[config.mk]
export PLATFORM = sky130hd
export DESIGN_NAME = mdio_master
export DESIGN_NICKNAME = d
export VERILOG_FILES = /design/src/rtl/mdio_master.sv
export SDC_FILE = /design/constraint.sdc
export NUM_CORES = 1
export LEC_CHECK = 0
export ABC_AREA = 1
export BUFFER_PORTS_ARGS = -buffer_cell sky130_fd_sc_hd__buf_2
export CAP_MARGIN = 15
export CORE_MARGIN = 1.5
export CORE_UTILIZATION = 40
export DETAILED_ROUTE_END_ITERATION = 10
export PLACE_DENSITY = 0.55
export SYNTH_ARGS = -nofsm -noshare
export SYNTH_HDL_FRONTEND = slang
export SYNTH_SLANG_ARGS = --single-unit
[constraint.sdc]
create_clock -name clk -period 3.41 [get_ports clk]
set_input_delay 0.1705 -clock clk [delete_from_list [all_inputs] [get_ports clk]]
set_output_delay 0.1705 -clock clk [all_outputs]
set_load 0.03 [all_outputs]
[src/rtl/mdio_master.sv]
`timescale 1ns/1ps
module mdio_master #(
  parameter int DIV_W = 9,
  parameter logic [DIV_W-1:0] DIV_RST = '0
) (
  input  logic        clk,
  input  logic        rst_n,
  input  logic        reg_wr,
  input  logic [1:0]  reg_sel,
  input  logic [31:0] reg_wdata,
  output logic [31:0] reg_rdata,
  output logic        mdc,
  output logic        mdio_o,
  output logic        mdio_oe,
  input  logic        mdio_i
);
  localparam int FRM = 64;
  localparam int CW = $clog2(FRM);
  localparam logic [CW-1:0] TA_BIT  = CW'(46);
  localparam logic [CW-1:0] TA_CHK  = CW'(47);
  localparam logic [CW-1:0] DAT_BIT = CW'(48);
  localparam logic [CW-1:0] LAST    = CW'(FRM - 1);
  localparam int RD_BIT = 15;

  logic [DIV_W-1:0] div_r, ckcnt;
  logic             c45_r, edge_r, rderr_r;
  logic [4:0]       port_r, dev_r;
  logic [15:0]      addr_r, data_r, rdsh;
  logic             active, ph, is_rd, is_dat;
  logic [CW-1:0]    bitcnt;
  logic [FRM-1:0]   sh;

  logic wr_cfg, wr_ctl, wr_adr, wr_dat;
  logic go_rd, go_adr, go_wr, go, tick;
  logic [4:0]  f_port, f_dev;
  logic [1:0]  f_st, f_op;
  logic [15:0] f_pay;
  logic [FRM-1:0] f_frame;
  logic [31:0] stat_w;
  logic unused_bits;

  assign wr_cfg = reg_wr && (reg_sel == 2'd0);
  assign wr_ctl = reg_wr && (reg_sel == 2'd1);
  assign wr_adr = reg_wr && (reg_sel == 2'd2);
  assign wr_dat = reg_wr && (reg_sel == 2'd3);

  assign go_rd  = wr_ctl && reg_wdata[RD_BIT] && !active;
  assign go_adr = wr_adr && c45_r && !active;
  assign go_wr  = wr_dat && !active;
  assign go     = go_rd || go_adr || go_wr;

  assign f_port  = wr_ctl ? reg_wdata[9:5] : port_r;
  assign f_dev   = wr_ctl ? reg_wdata[4:0] : dev_r;
  assign f_st    = c45_r ? 2'b00 : 2'b01;
  assign f_op    = go_rd ? {1'b1, c45_r} : {1'b0, go_wr};
  assign f_pay   = go_rd ? 16'hFFFF : reg_wdata[15:0];
  assign f_frame = {{32{1'b1}}, f_st, f_op, f_port, f_dev, 2'b10, f_pay};

  assign tick = active && (div_r != '0) && (ckcnt >= div_r - 1'b1);

  always_ff @(posedge clk) begin
    if (!rst_n) begin
      div_r  <= DIV_RST;
      c45_r  <= 1'b0;
      edge_r <= 1'b1;
      port_r <= '0;
      dev_r  <= '0;
      addr_r <= '0;
    end else begin
      if (wr_cfg) begin
        div_r  <= reg_wdata[16 +: DIV_W];
        c45_r  <= reg_wdata[4];
        edge_r <= reg_wdata[5];
      end
      if (wr_ctl && !active) begin
        port_r <= reg_wdata[9:5];
        dev_r  <= reg_wdata[4:0];
      end
      if (wr_adr && !active) addr_r <= reg_wdata[15:0];
    end
  end

  always_ff @(posedge clk) begin
    if (!rst_n) begin
      active  <= 1'b0;
      ph      <= 1'b0;
      ckcnt   <= '0;
      bitcnt  <= '0;
      sh      <= '0;
      is_rd   <= 1'b0;
      is_dat  <= 1'b0;
      rderr_r <= 1'b0;
      rdsh    <= '0;
      data_r  <= '0;
    end else if (go) begin
      active <= 1'b1;
      ph     <= 1'b0;
      ckcnt  <= '0;
      bitcnt <= '0;
      sh     <= f_frame;
      is_rd  <= go_rd;
      is_dat <= go_rd || go_wr;
      if (go_rd) rderr_r <= 1'b0;
      if (go_wr) data_r <= reg_wdata[15:0];
    end else if (active && (div_r != '0)) begin
      if (!tick) begin
        ckcnt <= ckcnt + 1'b1;
      end else begin
        ckcnt <= '0;
        ph    <= ~ph;
        if (!ph) begin
          if (is_rd && (bitcnt == TA_CHK) && mdio_i) rderr_r <= 1'b1;
          if (is_rd && (bitcnt >= DAT_BIT)) rdsh <= {rdsh[14:0], mdio_i};
        end else if (bitcnt == LAST) begin
          active <= 1'b0;
          if (is_rd) data_r <= rdsh;
        end else begin
          bitcnt <= bitcnt + 1'b1;
          sh     <= {sh[FRM-2:0], 1'b0};
        end
      end
    end
  end

  assign mdc     = ph ^ ~edge_r;
  assign mdio_o  = sh[FRM-1];
  assign mdio_oe = active && !(is_rd && (bitcnt >= TA_BIT));

  always_comb begin
    stat_w = '0;
    stat_w[0] = active;
    stat_w[1] = rderr_r;
    stat_w[4] = c45_r;
    stat_w[5] = edge_r;
    stat_w[16 +: DIV_W] = div_r;
  end

  always_comb begin
    case (reg_sel)
      2'd0:    reg_rdata = stat_w;
      2'd1:    reg_rdata = {22'd0, port_r, dev_r};
      2'd2:    reg_rdata = {16'd0, addr_r};
      default: reg_rdata = {active && is_dat, 15'd0, data_r};
    endcase
  end

  assign unused_bits = ^reg_wdata;
endmodule

### After elaboration in Yosys (flattened, before gate mapping)

Index checks and enable logic that the tools add are counted.

| storage, ports and cells | value |
|---|---|
| register bits | 153 |
| bits of input ports | 38 |
| word-level logic and storage cells | 108 |

| cells by class | value |
|---|---|
| add/sub/neg operators | 3 |
| magnitude comparators | 3 |
| equality and inequality tests | 9 |
| muxes and demuxes | 30 |
| bitwise gates (word level) | 6 |
| reductions and logical operators | 40 |

Operators by type and width:

| cell | number |
|---|---|
| $mux 64 | 5 |
| $mux 16 | 8 |
| $pmux 32 s3 | 1 |
| $logic_and 1x1->1 | 19 |
| $eq 6x6->1 const B | 2 |
| $ge 6x6->1 const B | 2 |
| $mux 1 | 12 |
| $reduce_and 4->1 | 3 |
| $reduce_bool 2->1 | 6 |
| $mux 5 | 2 |
| $reduce_and 5->1 | 2 |
| $add 9x1->9 const B | 1 |
| $ge 9x9->1 | 1 |
| $mux 9 | 1 |
| $reduce_bool 9->1 | 1 |
| $sub 9x1->9 const B | 1 |
| $add 6x1->6 const B | 1 |
| $ne 2x2->1 const B | 3 |
| $reduce_and 6->1 | 1 |
| $not 1->1 | 5 |
| $eq 2x2->1 const B | 2 |
| $logic_or 1x1->1 | 3 |
| $eq 2x1->1 const B | 1 |
| $logic_not 1->1 | 2 |
| 6 further kinds | 6 |

### Depth between registers and ports, before layout

Gate-level depths: netlist of the first run.

| logic depth | value |
|---|---|
| word-level depth | 8 |
| gate-level depth with buffers | 17 |
| depth with buffers taken out | 16 |

### Worst setup path before layout of the first run

OpenSTA, ideal clock, no wires.

| timing | value |
|---|---|
| path type | register -> register |
| from | reg div_r[0] |
| to | reg rdsh[11] |
| setup time | 0.113 ns |
| arrival time | 2.202 ns |
| data required time | 3.297 ns |
| setup slack | 1.096 ns |
| cell stages (with the launch flop) | 16 |
| period minus slack after synthesis | 2.314 ns |
| path through | dfxtp_1 inv_1 ha_1 nand2_1 nor2_1 xor2_1 ha_1 a21oi_1 o21a_1 nand2_1 buf_4 nand4_2 buf_2 nand2_1 nand2_1 nor2_1 |

| between the ends | value |
|---|---|
| longest elaborated chain between the ends | 4 |
| elaborated cells on any way between the ends | 6 |
| classes of those cells | 1 x add/sub; 1 x order compare; 4 x reduce/logical |

RTL lines:

| element | RTL line | text |
|---|---|---|
| from (decl) | 25 | `logic [DIV_W-1:0] div_r, ckcnt;` |
| from (signal assigned) | 71 | `div_r <= reg_wdata[16 +: DIV_W];` |
| $sub 9x1->9 or $reduce_bool 9->1 (tied branches) | 59, 105 |  |
| $ge 9x9->1 or $logic_and 1x1->1 (tied branches) | 59, 105 |  |
| $logic_and 1x1->1 | 59 | `assign tick = active && (div_r != '0) && (ckcnt >= div_r - 1'b1);` |
| $reduce_and 5->1 (no line) (*) | n/a |  |
| to (signal assigned) | 113 | `if (is_rd && (bitcnt >= DAT_BIT)) rdsh <= {rdsh[14:0], mdio_i};` |
| to (decl) | 28 | `logic [15:0] addr_r, data_r, rdsh;` |

Mark *: on every way between the ends. The rest lies on a longest branch, timed or not.
A chain may end at the register's enable or synchronous reset.

### Worst setup path in the final report of the first run

| timing | value |
|---|---|
| from | reg div_r[0] |
| to | reg data_r[2] |

| between the ends | value |
|---|---|
| longest elaborated chain between the ends | 5 |
| elaborated cells on any way between the ends | 8 |
| classes of those cells | 1 x add/sub; 1 x order compare; 6 x reduce/logical |

RTL lines:

| element | RTL line | text |
|---|---|---|
| $sub 9x1->9 or $reduce_bool 9->1 (tied branches) | 59, 105 |  |
| $ge 9x9->1 or $logic_and 1x1->1 (tied branches) | 59, 105 |  |
| $logic_and 1x1->1 | 59 |  |
| $reduce_bool 2->1 (no line) | n/a |  |
| $reduce_and 6->1 (no line) (*) | n/a |  |
| to (signal assigned) | 104 | `if (go_wr) data_r <= reg_wdata[15:0];` |
| to (signal assigned) | 116 | `if (is_rd) data_r <= rdsh;` |
| to (decl) | 28 |  |

Marked as above.

==> qor.yml, run 1 <==
clock-skew-final_ps: 11.8
drive_gt1_share_pct: 12.1
powerDensity_nw_per_um2: 488
cp.required_ps: 3730
synth.distinct_cells: 40
antenna_left: 0
synth_top_area_share_pct: 39.7
start_util_pct: 41.0
die_h_um: 142
cpPeakStageDelay_ps: 330
cp-startpoint: "div_r[0]$_SDFFE_PN0P_"
cp-end-kind: "flip-flop"
r2r_slack_ps: 440
synth_largest_area_cell: "dfxtp_1"
hold_buffers: 0
hpwl_um: 13500
cp_max_fo: 32
rows: 50
num-fill-cells: 2022
yosysMostFrequentCell: "nor2_1"
clock_sinks: 153
multiInputGateArea_um2: 3760
die_x_um: 142
antenna_cells: 0
core-area_um2: 18800
timing.fmax_mhz: 336
vias: 7046
syn_area_per_cell_um2: 6.78
fin_crit_ps: 2970
synthArstFlopShare_pct: 0
postCtsResizedCells: 0
wire_per_inst_um: 14.3
cp.arrival_ps: 3290
clkTransAtPathRegs_ps: 60
io_buffers: 59
path_class: "reg2reg"
final_area_um2: 8680
r2r-end: "data_r[2]$_SDFFE_PN0P_"
synthCells: 1137
synth_common_cells: "nor2_1 (203), nand2_1 (197), dfxtp_1 (153)"
htreeDepth: 4
first_global_vias: 6373
antenna_found_initial: 0
dr.first_iter.drc_count: 416
synth_seq_area_share_pct: 39.7
reg2reg_depth: 18
dieArea_um2: 20100
wl_um: 20500
critPathMostFrequentCell: "nand2_1"
synth_edf_count: 0
post-place-ws_ps: 453
seq_area_um2: 3060
status: "finished clean"
viasPerCell: 4.90
num_io_pins: 73
nets: 1215
yosys_warnings: 0
grt.overflow.total: 0
slew_violations: 0
setup_violations: 0
netlist_area_um2: 7710
cts_setup_buffers: 0
cp_cell_sequence: "inv_1, ha_1, nand2_1, xor2_1, ha_1, nand2_1, nor2_1, nand2_1, nand3_1, nand2_1, nand2_1, buf_4, nand2_2, nand2_2, buf_4, nand3_1, nand2_1, nor2_1"
crit_path_end: "data_r[2]$_SDFFE_PN0P_"
slew_headroom_pct: 57.4
place_congestion: 0.817
synthFlopType: "dfxtp_1"
ir_worst_vdd_mv: 0.331
yosys-top-cells-area: "dfxtp_1 (40%), nor2_1 (9.9%), nand2_1 (9.6%)"
period_share_pct: 87.2
ys_seq_elements: 153
area_growth_pct: 12.6
min_path_type: "in2reg"
drc_errors: 0
max-clock-path-buffers: 2
grt_pass1_wl_um: 33900
hold_violations: 0
dpl-instance-area_um2: 8100
cts_inserted_buffers: 17
cts-root-buf: "clkbuf_16"
cts_tree: "built"
first_pass_iters: 5
max-cap-violations: 0
track_usage_pct: 21.1
timing.hold.ws_ps: 28.3
rsz0062_at_grt: "no"
grt_max_degree: 57
insertion_delay_ps: 430
leakage_uw: 0.00370
cpMaxStageDelayCell: "buf_4"
final.setup.worst_slack_ps: 438
worstMarginPinSlew_ps: 639
timing.rr.start: "div_r[0]$_SDFFE_PN0P_"
tns_ps: 0
cp-start-kind: "flip-flop"
==> sequential cells by signal, indices dropped and copies added (netlist names) <==
signal / cells
rdsh: 16
dev_r: 5
sh: 64
addr_r: 16
rderr_r: 1
edge_r: 1
is_rd: 1
c45_r: 1
div_r: 9
ph: 1
port_r: 5
ckcnt: 9
data_r: 16
is_dat: 1
active: 1
bitcnt: 6
==> cell usage in the layout, fill, tap and decap left out, types with 2 or more instances in the layout <==
cell and n:
nor3_1 28, dfxtp_1 153, nand2_2 7, nor2_2 4
buf_4 17, clkinvlp_4 3, o21ai_0 89, nand2_1 197
conb_1 6, a21oi_1 94, buf_12 2, inv_8 2
ha_1 13, buf_2 59, inv_2 12, xor2_1 13
clkbuf_16 17, nor3b_1 10, inv_6 5, nand3_1 68
nand4_1 12, inv_1 115, nand2_4 2, o21ai_1 8
nor2_1 203, o2111ai_1 4, o211ai_1 7, xnor2_1 3
a22o_1 6, clkbuf_8 2
==> metrics by stage <==
step	utilization, %	cells	power [uW]
3_5_place_dp	43.0	1405	2380
6_report	46.1	1437	4240
4_1_cts	46.1	1437	4270
5_1_grt	46.1	1437	4420
3_3_place_gp	43.0	1405	2380
2_1_floorplan	-	1142	2260
==> kinds of logic (layout without fill, tap and decap cells) <==
logic type | Yosys count | count (layout) | share of synthesized area (%)
adders and majority gates | 13 | 13 | 2.11
DFF | 153 | 153 | 39.7
xor gates and xnor gates | 16 | 16 | 1.82
AOI/OAI and AO/OA | 214 | 214 | 14.8
and+or+nand+nor | 537 | 537 | 29.7
other | 1 | 6 | 0.0486
buffers and inverters | 203 | 238 | 11.7
==> routing by layer <==
metal	up-vias	wire [um]	GRT usage, %	share of wire [%]
met2	140	9160	33.4	45
li1	3686	-	-	-
met5	-	0	0	0
met3	21	858	3.71	4.2
met1	3199	10100	29.6	50
met4	0	314	5.81	1.5
==> area by class of cell <==
class | instances | area share [%]
clock inverter | 13 | 1.53
tap | 260 | 3.75
sequential | 153 | 35.3
multi-input combinational | 786 | 43.4
timing repair buffer | 78 | 5.33
inverter | 128 | 5.53
clock buffer | 19 | 5.22
==> worst min path at each step <==
stage / start / end / slack (ps) / cells past startpoint
global placement: sh[16]$_SDFFE_PP0P_ / sh[16]$_SDFFE_PP0P_ / 450 / 2
global route: reg_wdata[14] / addr_r[14]$_SDFFE_PN0P_ / 60 / 3
CTS: reg_wdata[17] / div_r[1]$_SDFFE_PN0P_ / 20 / 3
finish: reg_wdata[23] / div_r[7]$_SDFFE_PN0P_ / 30 / 3
detailed placement: sh[16]$_SDFFE_PP0P_ / sh[16]$_SDFFE_PP0P_ / 460 / 2
floorplan: reg_wdata[5] / edge_r$_SDFFE_PN1P_ / 300 / 2
==> report_power, final <==
part	internal, uW	total (uW)	switching, uW	leakage, uW
Combinational	136	444	308	0.00217
Clock	1060	1900	830	0.000281
Sequential	1860	1900	35.1	0.00125
Total	3060	4240	1170	0.00370
==> critical path, delay by kind of cell, from the launching register on <==
kind	cells	cell delay [ps]
buffers and inverters	3	760
XOR/XNOR	1	170
adder cells (fa/ha/maj)	2	550
AND/OR/NAND/NOR	12	1070
flip-flops	1	300
Power figures use the tool's default switching activity.
==> inputs of run 2 (changes only) <==
--- a/config.mk
+++ b/config.mk
@@ -9,9 +9,9 @@
 export BUFFER_PORTS_ARGS = -buffer_cell sky130_fd_sc_hd__buf_2
 export CAP_MARGIN = 15
 export CORE_MARGIN = 1.5
-export CORE_UTILIZATION = 40
+export CORE_UTILIZATION = 35
 export DETAILED_ROUTE_END_ITERATION = 10
-export PLACE_DENSITY = 0.55
+export PLACE_DENSITY = 0.49
 export SYNTH_ARGS = -nofsm -noshare
 export SYNTH_HDL_FRONTEND = slang
 export SYNTH_SLANG_ARGS = --single-unit
==> run 2 against run 1 <==
Effect of this change:
- non-clock buffer count stayed put
- critical path depth is 3 lower
- design area is 0.78% higher
- first-iteration DRC count is 17% lower
- hold slack better by 1.1 ps
- sequential share of layout area decreased by 0.27 points
- setup slack gained 68 ps
- fmax grew 2.4%
- register-to-register slack better by 70 ps
- total power is 2.6% higher
- largest power group is now clock
- combinational power rose by 1%
==> qor.yml, run 2 (synthesis gave the netlist of run 1 again) <==
seqPwrFrac_pct: 43.6  # -1.2 points
antenna_cells: 0  # unchanged
cp.required_ps: 3720  # about the same
num_io_pins: 73  # unchanged
worstMarginPinSlew_ps: 681  # +42.0 ps
cp_max_fo: 31  # -3.1%
vias: 6924  # -1.7%
antenna_left: 0  # unchanged
switchingPower_uw: 1170  # -0.21%
slew_violations: 0  # unchanged
rows: 54  # +8.0%
cp-startpoint: "div_r[0]$_SDFFE_PN0P_"
area_growth_pct: 13.4
powerDensity_nw_per_um2: 496  # +1.8%
num-fill-cells: 2289  # +13%
wl_um: 20900  # +2.3%
dr.first_iter.drc_count: 344  # -17%
max-clock-path-buffers: 2  # unchanged
final_cell_mix: "nor2_1 (203), nand2_1 (197), dfxtp_1 (153), inv_1 (115), a21oi_1 (94)"
grt.overflow.total: 0  # unchanged
cp-end-kind: "flip-flop"
timing.rr.start: "div_r[0]$_SDFFE_PN0P_"
leakage_uw: 0.00372  # +0.49%
crit_path_end: "rdsh[2]$_SDFFE_PN0P_"
p_clk_share_pct: 46.0  # +1.2 points
first_global_vias: 6283  # -1.4%
swShare_pct: 27.0  # -0.75 points
min_path_type: "in2reg"
nets: 1215  # unchanged
cts_tree: "built"
fin_crit_ps: 2900  # -68.5 ps
combinationalPowerShare_pct: 10.3  # -0.2 points
r2r-end: "rdsh[2]$_SDFFE_PN0P_"
die_h_um: 151  # +6.8%
reg2reg_depth: 15  # -3
clock-skew-final_ps: 12.4  # +0.586 ps
hpwl_um: 13900  # +3.1%
largest_register: "sh"
place_congestion: 0.790  # -3.2%
wire_per_inst_um: 14.4  # +0.87%
track_usage_pct: 19.2  # -2.0 points
post-place-cells: 1425  # +1.4%
antenna_found_initial: 0  # unchanged
grt_pass1_wl_um: 34000  # +0.24%
timing.fmax_mhz: 344  # +2.4%
cp.arrival_ps: 3210  # -80 ps
cts_inserted_buffers: 17  # unchanged
hold_violations: 0  # unchanged
viasPerCell: 4.75  # -3.1%
slew_headroom_pct: 54.6  # -2.8 points
final_area_um2: 8750  # +0.78%
htreeDepth: 4  # unchanged
largest_register_ffs: 64  # unchanged
ir_worst_vdd_mv: 0.363  # +9.5%
drc_errors: 0  # unchanged
start_util_pct: 35.6  # -5.4 points
r2r_slack_ps: 510  # +70 ps
clkTransAtPathRegs_ps: 60  # about the same
cts_setup_buffers: 0  # unchanged
clock_sinks: 153  # unchanged
die_x_um: 151  # +6.8%
cp-start-kind: "flip-flop"
instances_no_fill: 1457  # +1.4%
grt_max_degree: 50  # -12%
tns_ps: 0  # unchanged
layout_commonest_cell: "nor2_1"
setup_violations: 0  # unchanged
status: "finished clean"
max-cap-violations: 0  # unchanged
io_buffers: 59  # unchanged
period_share_pct: 85.2  # -2.0 points
path_class: "reg2reg"
timing.hold.ws_ps: 29.5  # +1.14 ps
dieArea_um2: 22900  # +14%
cts-root-buf: "clkbuf_16"
rsz0062_at_grt: "no"
hold_buffers: 0  # unchanged
postCtsResizedCells: 0  # unchanged
first_pass_iters: 5  # unchanged
drive_gt1_share_pct: 12.1  # -0.085 points
core-area_um2: 21700  # +15%
dpl-instance-area_um2: 8130  # +0.46%
internal_power_uw: 3170  # +3.6%
post-place-ws_ps: 527  # +73.8 ps
insertion_delay_ps: 430  # about the same
final.setup.worst_slack_ps: 506  # +68.5 ps
==> run 2: cell types whose count changed in the layout (fill, tap and decap cells not counted) <==
cell / previous run / this run
clkbuf_1: 0 / 1
clkinv_4: 1 / 3
buf_4: 17 / 16
clkinv_2: 1 / 0
buf_12: 2 / 3
bufinv_16: 1 / 3
inv_8: 2 / 1
clkinvlp_4: 3 / 2
clkbuf_8: 2 / 0
==> run 2: power groups by stage <==
stage | Sequential, uW | Clock [uW] | Combinational, uW
2_1_floorplan | 1930 | 0 | 336
3_3_place_gp | 1930 | 0 | 450
3_5_place_dp | 1940 | 0 | 453
4_1_cts | 1900 | 2050 | 454
5_1_grt | 1900 | 2120 | 511
6_report | 1900 | 2000 | 449
==> run 2: routing by layer <==
layer	global-route usage [%]	vias to the layer above	wire [um]
met1	26.4	3128	10400
met4	6.26	0	329
met2	30.6	92	9500
li1	-	3682	-
met3	2.89	22	682
met5	0	-	0
==> run 2: worst min path at each step <==
stage / start / end / slack (ps) / cells after the start
floorplan: reg_wdata[5] / edge_r$_SDFFE_PN1P_ / 300 / 2
global placement: reg_wdata[19] / div_r[3]$_SDFFE_PN0P_ / 450 / 3
detailed placement: is_dat$_SDFFE_PN0N_ / is_dat$_SDFFE_PN0N_ / 460 / 2
CTS: reg_wdata[18] / div_r[2]$_SDFFE_PN0P_ / 10 / 3
global route: reg_wdata[21] / div_r[5]$_SDFFE_PN0P_ / 50 / 3
finish: reg_wdata[18] / div_r[2]$_SDFFE_PN0P_ / 30 / 3
==> run 2: metrics by stage <==
stage	total power, uW	utilization [%]
floorplan	2260	-
global placement	2380	37.5
detailed placement	2390	37.5
CTS	4400	40.3
global route	4540	40.3
finish	4340	40.3
==> run 2: layout make-up <==
cell class                 count  area (um2)  area share, %
multi-input combinational    786        3760           43.0
sequential                   153        3060           35.0
inverter                     128         480           5.49
timing repair buffer          78         475           5.43
clock buffer                  18         429           4.91
tap                          280         350           4.00
clock inverter                14         186           2.13
==> run 2: critical path, cell delays in order, from the launching register on <==
cell and delay, ps:
dfxtp_1 300, inv_1 200, ha_1 250, nand2_1 100, nor2_1 140, xor2_1 180, ha_1 270, a21oi_1 160
o21a_1 120, nand2_1 190, buf_4 230, nand4_2 100, buf_4 330, nand2_1 80, nand2_1 70, nor2_1 40
==> inputs of run 3 (changes only) <==
--- a/config.mk
+++ b/config.mk
@@ -11,6 +11,7 @@
 export CORE_MARGIN = 1.5
 export CORE_UTILIZATION = 35
 export DETAILED_ROUTE_END_ITERATION = 10
+export MAX_ROUTING_LAYER = met4
 export PLACE_DENSITY = 0.49
 export SYNTH_ARGS = -nofsm -noshare
 export SYNTH_HDL_FRONTEND = slang
==> run 3 against run 2 <==
Effect of this change:
- sequential power about the same
- wire length is essentially flat
- via count rose by 0.40%
- setup slack lost 9.3 ps
- fmax down 0.32%
- hold slack worse by 2.5 ps
- design area stayed put
- combinational power about the same
- utilization is the same
- sequential share of layout area unchanged
==> qor.yml, run 3 (synthesis gave the netlist of run 1 again) <==
status: "finished clean"
cts_inserted_buffers: 17  # unchanged
cp-end-kind: "flip-flop"
clkTransAtPathRegs_ps: 70  # about the same
cp-start-kind: "flip-flop"
core-area_um2: 21700  # unchanged
post-place-cells: 1425  # unchanged
hpwl_um: 13900  # unchanged
final_area_um2: 8750  # unchanged
dieArea_um2: 22900  # unchanged
final_util_pct: 40.3  # unchanged
first_global_vias: 6283  # unchanged
multiInputGateArea_um2: 3760  # unchanged
hold_buffers: 0  # unchanged
path_class: "reg2reg"
layout_commonest_cell: "nor2_1"
drc_errors: 0  # unchanged
viasPerCell: 4.77  # +0.40%
min_path_type: "in2reg"
max-cap-violations: 0  # unchanged
cts_tree: "built"
slew_violations: 0  # unchanged
htreeDepth: 4  # unchanged
area_growth_pct: 13.4  # unchanged
cpPeakStageDelay_ps: 330  # about the same
clock_sinks: 153  # unchanged
die_h_um: 151  # unchanged
cp_max_fo: 31  # unchanged
cts_setup_buffers: 0  # unchanged
critPathMostFrequentCell: "nand2_1"
largest_register_ffs: 64  # unchanged
period_share_pct: 85.4  # +0.27 points
place_congestion: 0.802  # +1.5%
dpl-instance-area_um2: 8130  # unchanged
dr.first_iter.drc_count: 345  # +0.29%
postCtsResizedCells: 0  # unchanged
cts-root-buf: "clkbuf_16"
io_buffers: 59  # unchanged
antenna_found_initial: 0  # unchanged
tns_ps: 0  # unchanged
timing.fmax_mhz: 343  # -0.32%
cp_cell_sequence: "inv_1, ha_1, nand2_1, nor2_1, xor2_1, ha_1, a21oi_1, o21a_1, nand2_1, buf_4, nand4_2, buf_4, nand2_1, nand2_1, nor2_1"
instances_no_fill: 1457  # unchanged
final_cell_mix: "nor2_1 (203), nand2_1 (197), dfxtp_1 (153), inv_1 (115), a21oi_1 (94)"
start_util_pct: 35.6  # unchanged
worstMarginPinSlew_ps: 679  # -2.15 ps
ir_worst_vdd_mv: 0.364  # +0.35%
die_x_um: 151  # unchanged
vias: 6952  # +0.40%
cpMaxStageDelayCell: "buf_4"
largest_register: "sh"
insertion_delay_ps: 430  # about the same
track_usage_pct: 19.8  # +0.57 points
first_pass_iters: 4  # -1
power_uw: 4340  # about the same
antenna_left: 0  # unchanged
slew_headroom_pct: 54.7  # +0.14 points
grt_max_degree: 50  # unchanged
setup_violations: 0  # unchanged
fin_crit_ps: 2910  # +9.29 ps
rows: 54  # unchanged
powerDensity_nw_per_um2: 496  # about the same
grt_pass1_wl_um: 34100  # +0.20%
rsz0062_at_grt: "no"
leakage_uw: 0.00372  # unchanged
cp.arrival_ps: 3220  # about the same
cp.required_ps: 3720  # about the same
num-fill-cells: 2289  # unchanged
max-clock-path-buffers: 2  # unchanged
wl_um: 21000  # about the same
nets: 1215  # unchanged
antenna_cells: 0  # unchanged
hold_violations: 0  # unchanged
seq_area_um2: 3060  # unchanged
grt.overflow.total: 0  # unchanged
num_io_pins: 73  # unchanged
drive_gt1_share_pct: 12.1  # unchanged
wire_per_inst_um: 14.4  # about the same
clock-skew-final_ps: 11.9  # -0.507 ps
run 3: path summary, 6_finish.rpt:
path | start | end | slack (ps) | cells past startpoint
max | div_r[0]$_SDFFE_PN0P_ | rdsh[2]$_SDFFE_PN0P_ | 500 | 15
min reg2reg | is_dat$_SDFFE_PN0N_ | is_dat$_SDFFE_PN0N_ | 470 | 2
min | reg_wdata[18] | div_r[2]$_SDFFE_PN0P_ | 30 | 3
max reg2reg | div_r[0]$_SDFFE_PN0P_ | rdsh[2]$_SDFFE_PN0P_ | 500 | 15
run 3: layout make-up:
type / count / area share, %
well taps: 280 / 4.00
clock buffers: 18 / 4.91
repair buffers: 78 / 5.43
flip-flops and latches: 153 / 35.0
inverters: 128 / 5.49
multi-input cells: 786 / 43.0
clock inverters: 14 / 2.13
run 3: worst max-delay path: cells and delay by family (launching register included):
family,cells,cell delay (ps)
AOI/OAI and AO/OA,2,280
xor gates and xnor gates,1,180
adders and majority gates,2,520
buffers and inverters,3,760
DFF,1,300
and+or+nand+nor,7,730
run 3: per-stage QoR:
stage | setup WS [ps] | hold slack (ps)
2_1_floorplan | 1100 | 297
4_1_cts | 518 | 9.92
6_report | 497 | 26.9
3_5_place_dp | 527 | 459
3_3_place_gp | 536 | 451
5_1_grt | 207 | 46.2
run 3: power by group:
part / internal [uW] / switching, uW
sequential: 1860 / 34.9
clock: 1170 / 826
combinational: 140 / 310
run 3: per-layer routing:
metal / up-vias / wire, um / track usage (%) / share of wire, %
li1: 3682 / - / - / -
met1: 3144 / 10400 / 26.7 / 50
met2: 104 / 9520 / 30.4 / 45
met3: 22 / 655 / 2.71 / 3.1
met4: 0 / 328 / 6.26 / 1.6
met5: - / 0 / - / 0
